$ cat src/rtl/uart_frame_tx.sv
module uart_frame_tx #(
  parameter int OSR = 16
) (
  input  logic       clk,
  input  logic       rst_n,
  input  logic       baud_tick,
  input  logic       in_valid,
  output logic       in_ready,
  input  logic [7:0] in_data,
  input  logic [1:0] wlen_sel,
  input  logic       stop_sel,
  output logic       tx_line,
  output logic       busy
);
  localparam int CW = $clog2(2 * OSR);
  localparam logic [CW-1:0] LIM_ONE  = CW'(OSR - 1);
  localparam logic [CW-1:0] LIM_TWO  = CW'(2 * OSR - 1);
  localparam logic [CW-1:0] LIM_HALF = CW'(OSR + OSR / 2 - 1);

  typedef enum logic [1:0] {S_IDLE, S_START, S_DATA, S_STOP} st_t;

  st_t           st;
  logic [CW-1:0] cnt;
  logic [CW-1:0] stop_lim;
  logic [2:0]    bit_idx;
  logic [2:0]    last_idx;
  logic [7:0]    shreg;
  logic          take;
  logic          bit_end;

  assign take     = in_valid && (st == S_IDLE);
  assign bit_end  = baud_tick && (cnt == ((st == S_STOP) ? stop_lim : LIM_ONE));
  assign in_ready = (st == S_IDLE);
  assign busy     = (st != S_IDLE);
  assign tx_line  = (st == S_START) ? 1'b0 : (st == S_DATA) ? shreg[0] : 1'b1;

  always_ff @(posedge clk) begin
    if (!rst_n) begin
      st       <= S_IDLE;
      cnt      <= '0;
      stop_lim <= LIM_ONE;
      bit_idx  <= '0;
      last_idx <= '0;
      shreg    <= '0;
    end else if (take) begin
      st       <= S_START;
      cnt      <= '0;
      bit_idx  <= '0;
      shreg    <= in_data;
      last_idx <= 3'd4 + {1'b0, wlen_sel};
      stop_lim <= !stop_sel ? LIM_ONE : (wlen_sel == 2'b00) ? LIM_HALF : LIM_TWO;
    end else if (st != S_IDLE && baud_tick) begin
      if (!bit_end) begin
        cnt <= cnt + 1'b1;
      end else begin
        cnt <= '0;
        case (st)
          S_START: st <= S_DATA;
          S_DATA: begin
            shreg <= shreg >> 1;
            if (bit_idx == last_idx) st <= S_STOP;
            else bit_idx <= bit_idx + 1'b1;
          end
          default: st <= S_IDLE;
        endcase
      end
    end
  end
endmodule

$ cat config.mk
export PLATFORM = sky130hd
export DESIGN_NAME = uart_frame_tx
export DESIGN_NICKNAME = d
export VERILOG_FILES = /design/src/rtl/uart_frame_tx.sv
export SDC_FILE = /design/constraint.sdc
export NUM_CORES = 1
export LEC_CHECK = 0
export ABC_AREA = 1
export BUFFER_PORTS_ARGS = -buffer_cell sky130_fd_sc_hd__buf_4
export CAP_MARGIN = 20
export CORE_MARGIN = 2
export CORE_UTILIZATION = 35
export CTS_CLUSTER_DIAMETER = 100
export CTS_CLUSTER_SIZE = 14
export DETAILED_ROUTE_END_ITERATION = 10
export PLACE_DENSITY_LB_ADDON = 0.2
export SLEW_MARGIN = 20
export SYNTH_ARGS = -nofsm -noshare
export SYNTH_HDL_FRONTEND = slang
export SYNTH_SLANG_ARGS = --single-unit
$ cat constraint.sdc
create_clock -name clk -period 2.2 [get_ports clk]
set_input_delay 0 -clock clk [delete_from_list [all_inputs] [get_ports clk]]
set_output_delay 0 -clock clk [all_outputs]
set_load 0.03 [all_outputs]
# Yosys cells after proc, flatten, opt, wreduce, memory -nomap -nowiden

Cells that the tools add are included.

Bitwise logic cells: 2
Equal/unequal tests: 7
Muxes and demuxes: 15
Reductions and logical operators: 14
Add/sub/neg operators: 3

Operators with widths:

| cell                | number |
|---|---|
| $mux 8              | 4 |
| $mux 5              | 3 |
| $reduce_and 3->1    | 3 |
| $reduce_bool 2->1   | 4 |
| $add 5x1->5 const B | 1 |
| $eq 5x5->1          | 1 |
| $mux 1              | 5 |
| $eq 2x2->1 const B  | 2 |
| $logic_not 2->1     | 2 |
| $mux 4              | 1 |
| $pmux 2 s2          | 1 |
| $reduce_and 4->1    | 1 |
| $add 3x1->3 const B | 1 |
| $add 3x2->3 const A | 1 |
| $eq 3x3->1          | 1 |
| $logic_and 1x1->1   | 3 |
| $ne 3x2->1 const B  | 1 |
| $eq 2x1->1 const B  | 1 |
| $mux 2              | 1 |
| $ne 2x1->1 const B  | 1 |
| $not 1->1           | 2 |
| $reduce_or 2->1     | 1 |

Word-level logic and storage cells: 48
Register bits after elaboration: 26
Input bits: 15
Output and inout bits: 3

# Depth between registers and ports, before layout

Depth after elaboration: 7
Mapped depth: 10

# Worst setup path after synthesis

Ideal clock, no wire load.

Kind: flip-flop to flip-flop
Start: reg st[0]
End: reg st[1]
Path buffers: 0
Data arrival time: 1,731 ps
Path slack: 353 ps
Period minus slack after synthesis: 1,847 ps
Cell stages (with the launch flop): 11
Path through: dfxtp_1 inv_1 ha_1 inv_1 nand2_1 nor2_1 nand4_1 clkinv_1 nand2_1 nand2_1 a21oi_1

Elaborated cells on any way between the ends: 14
Classes of those cells: eq/ne (5); mux (2); reduce/logical (7)

RTL lines:

| item                             | line | text |
|---|---|---|
| start: declaration               | 22   | `st_t st;` |
| start signal: assignment         | 39   | `st <= S_IDLE;` |
| start signal: assignment         | 46   | `st <= S_START;` |
| start signal: assignment         | 58   | `S_START: st <= S_DATA;` |
| $logic_not 2->1                  | -    |  |
| named net in_ready               | 8    | `output logic in_ready,` |
| $logic_and 1x1->1                | 31   | `assign take = in_valid && (st == S_IDLE);` |
| $reduce_or 2->1 (no source line) | -    |  |

The timed path passes the listed nets, and every way through them passes these cells.
A chain may end at the register's enable or synchronous reset.

# Worst setup path in the final report

Start: reg st[0]
End: reg last_idx[1]

Word-level cells in the longest chain between the ends: 2

RTL lines:

| item                   | line | text |
|---|---|---|
| $logic_not 2->1        | 31   |  |
| $logic_and 1x1->1      | 31   |  |
| end signal: assignment | 50   | `last_idx <= 3'd4 + {1'b0, wlen_sel};` |
| end: declaration       | 26   | `logic [2:0] last_idx;` |

Every way passes these cells.

==> metrics.md <==
| Metric | Value |
|---|---|
| Status | completed |
| Die width | 64 um |
| Worst R2R Path Depth | 7 |
| WP buf/inv | 3 |
| Crit share post-route | just under 90% |
| Critical Path AT | 2.18 ns |
| Post-Synth Adder-Cell Area | ~7.0% |
| Worst Hold End | shreg[2] |
| Post-Syn Area | about 1300 sq um |
| Post-synthesis compound-gate area fraction | 6.85% |
| Starting DRT DRC Count | 47 |
| Library cells used by synthesis | 24 |
| CP Cell Sequence | inv_1, ha_1, nand2_2, buf_4, o21ai_0, dlygate4sd3_1, nor2_1 |
| Post-synthesis sequential area ratio | a little over a third |
| Post-route ant nets | 0 |
| CTS Buf Count | 3 |
| I/O Buffers | 17 |
| Vias | about 1,200 |
| Crit start category | flop |
| Post-CTS Resized | 0 |
| Hold path depth | 6 |
| Vias in the first global route | 1,118 |
| Die area | approximately 4100 sq um |
| Synthesized flop and latch total | 23 |
| Fin Clk Skew | approximately 0.0030 ns |
| Worst R2R Start | st[0] |
| Wire per inst | around 11 um |
| Final Critical Period | roughly 1.9 ns |
| # diodes | 0 |
| Cell taking the most area after synthesis | dfxtp_1 |
| Vias/cell | between 4 and 5 |
| Pre-antenna DRT Iters | 4 |
| Critical path type | reg2reg |
| Top cells by count, synth | nand2_1 (54), nor2_1 (36), dfxtp_1 (23) |
| Clk buf depth | 2 |
| Crit end category | flop |
| # clock sinks | 23 |
| Hold WC Path Type | in2reg |
| Primary FF master, synth | dfxtp_1 |
| CTS tree | done |
| Initial core utilization | a little under two fifths |
| DP HPWL | 2030 um |
| Xor/xnor share of the synthesized area | 4.87% |
| Root Buffer | clkbuf_4 |
| Worst-Margin Slew | 0.480 ns |
| Syn Area/Cell | approximately 7 sq um |
| Post-synth top area share | 36.5% |
| Synth top area cells | dfxtp_1 (37%), nand2_1 (16%), nor2_1 (11%) |
| Clock latency on the worst-skew pair | 0.31 ns |
| Nets | 230 |
| Critical path's slowest cell | dlygate4sd3_1 |
| Grt ovf | 0 |
| Final WL | ~2700 um |
| Max_cap viols | 0 |
| Final hold violation count | 0 |
| Synthesis warning total | 0 |
| Post-synthesis mux area share | 0% |
| GP Congestion | about 0.88 |
| Synth Instances | around 180 |
| Crit-path leading delay family | buffers and inverters |
| Clk pin slew, worst setup/hold paths | ~0.12 ns |
| Max FO, Critical Path | 9 |
| Die Ht | about 64 um |
| Largest family of logic cells by synthesized area | simple AND/OR/NAND/NOR gates |
| Number of enable flip-flop cells after synthesis | 0 |
| Io pins | 18 |
| Min-delay src | in_data[2] |
| Total track usage | between 10 and 15% |
| Post-Layout Inst Area | 1530 sq um |
| # Post-CTS Setup Buffers | 0 |
| Setup violations, final | 0 |
| Worst vdd ir | between 200 and 300 uV |
| Dpl cell area | about 1400 sq um |
| Antenna violations before repair | 0 |
| Synth Net Count | a little over 200 |
| Peak Freq | roughly 520 MHz |
| Most common cell in the netlist | nand2_1 |
| Syn-to-layout area delta | 21.2% |
| PwrDens | between 500 and 600 nW/um^2 |
| Area of the core | approximately 3400 sq um |
| Pin count of the biggest net entering global routing | 14 |
| Relative slew slack | 67.9% |
| Crit path required time | 2.46 ns |
| Setup tns final | 0 ns |
| Synth Area in Simple Gates | between 30% and 40% |
| Fraction of layout cells with a size suffix above 1 | between 10 and 15% |
| LEAKAGE | between 0.6 and 0.7 nW |
| H-tree Lvls | 1 |
| Slowest stage delay, CP | ~0.56 ns |
| Ys async rst share | 0% |
| Slew Viols, Final | 0 |
| DRC violations left | 0 |
| First-pass GRT wire length | around 4800 um |
| # rows | 21 |
| R2R setup slack | about 0.28 ns |
| Worst r2r dst | last_idx[1] |
| RSZ-0062 raised after global routing | false |
==> report_power, final <==
part / leakage, nW / switching, mW / internal, mW
sequential: 0.187 / 0.0105 / 0.433
clock: 0.0177 / 0.128 / 0.0680
combinational: 0.491 / 0.0729 / 0.0610
==> final cells by class <==
cell class | instances | area (sq um)
Fill cell | 347 | 1860
Multi-Input combinational cell | 141 | 728
Sequential cell | 23 | 460
Timing Repair Buffer | 24 | 195
Inverter | 15 | 57.6
Tap cell | 46 | 57.6
Clock buffer | 3 | 22.5
Clock inverter | 1 | 5.00
==> worst min-delay path, stage by stage <==
cell and delay (ns):
buf_4 0.08, nand2_1 0.04, nand2_1 0.04, nand3b_1 0.09, nand2_1 0.04, nor2_1 0.07
==> timing repair <==
action | CTS | global route
endpoints found under the setup margin | 0 | 0
hold buffers | 6 | 0
endpoints found under the hold margin | 12 | 0
==> how the worst max path moves through the flow <==
stage,from,to,slack (ns),cells after the start
global placement,st[0],shreg[6],0.50,8
detailed placement,st[0],cnt[1],0.45,7
CTS,st[0],last_idx[1],0.28,7
global route,st[0],last_idx[1],0.16,7
finish,st[0],last_idx[1],0.28,7
floorplan,st[0],st[1],0.35,10
==> logic make-up (layout without fill, tap and decap cells) <==
family	Yosys count	after routing
AOI/OAI and AO/OA	12	12
xor gates and xnor gates	7	7
adders and majority gates	7	7
buffers and inverters	18	43
DFF	23	23
and+or+nand+nor	115	115
==> cells in the final DEF, fill, tap and decap left out, types with 2 or more instances in the layout <==
cell type      instances
nand4_1                3
inv_2                  2
dlygate4sd3_1          6
nand2_2                2
nor3_1                 2
xor2_1                 4
inv_1                  9
clkbuf_4               3
o21ai_1                2
ha_1                   7
o21ai_0                2
nand2_1               54
a21oi_1                6
clkinv_1               3
dfxtp_1               23
nand3b_1               7
xnor2_1                3
nor2_1                36
buf_4                 18
nand3_1                9
clkinv_2               2
==> per-stage QoR <==
step | hold WS [ns] | worst slack (ns) | power [mW] | cells | util [%]
5_1_grt | 0.0846 | 0.157 | 0.819 | 253 | 45.0
3_3_place_gp | 0.264 | 0.498 | 0.575 | 243 | 42.5
6_report | 0.0704 | 0.277 | 0.773 | 253 | 45.0
4_1_cts | 0.0622 | 0.277 | 0.785 | 253 | 45.0
2_1_floorplan | 0.148 | 0.353 | 0.534 | 182 | -
3_5_place_dp | 0.280 | 0.453 | 0.578 | 243 | 42.5
==> state kept, by name, summed over array words and instances, names as in the netlist <==
name	flops
cnt	5
stop_lim	2
st	2
bit_idx	3
shreg	8
last_idx	3
==> metal layers <==
layer  wire length [um]  GRT usage [%]  vias up
met1               1330           18.8      526
li1                   -              -      622
met4                 23           2.72        0
met5                  0              0        -
met3                 89           4.23        4
met2               1230           24.5       17
(Power assumes the default switching activity.)
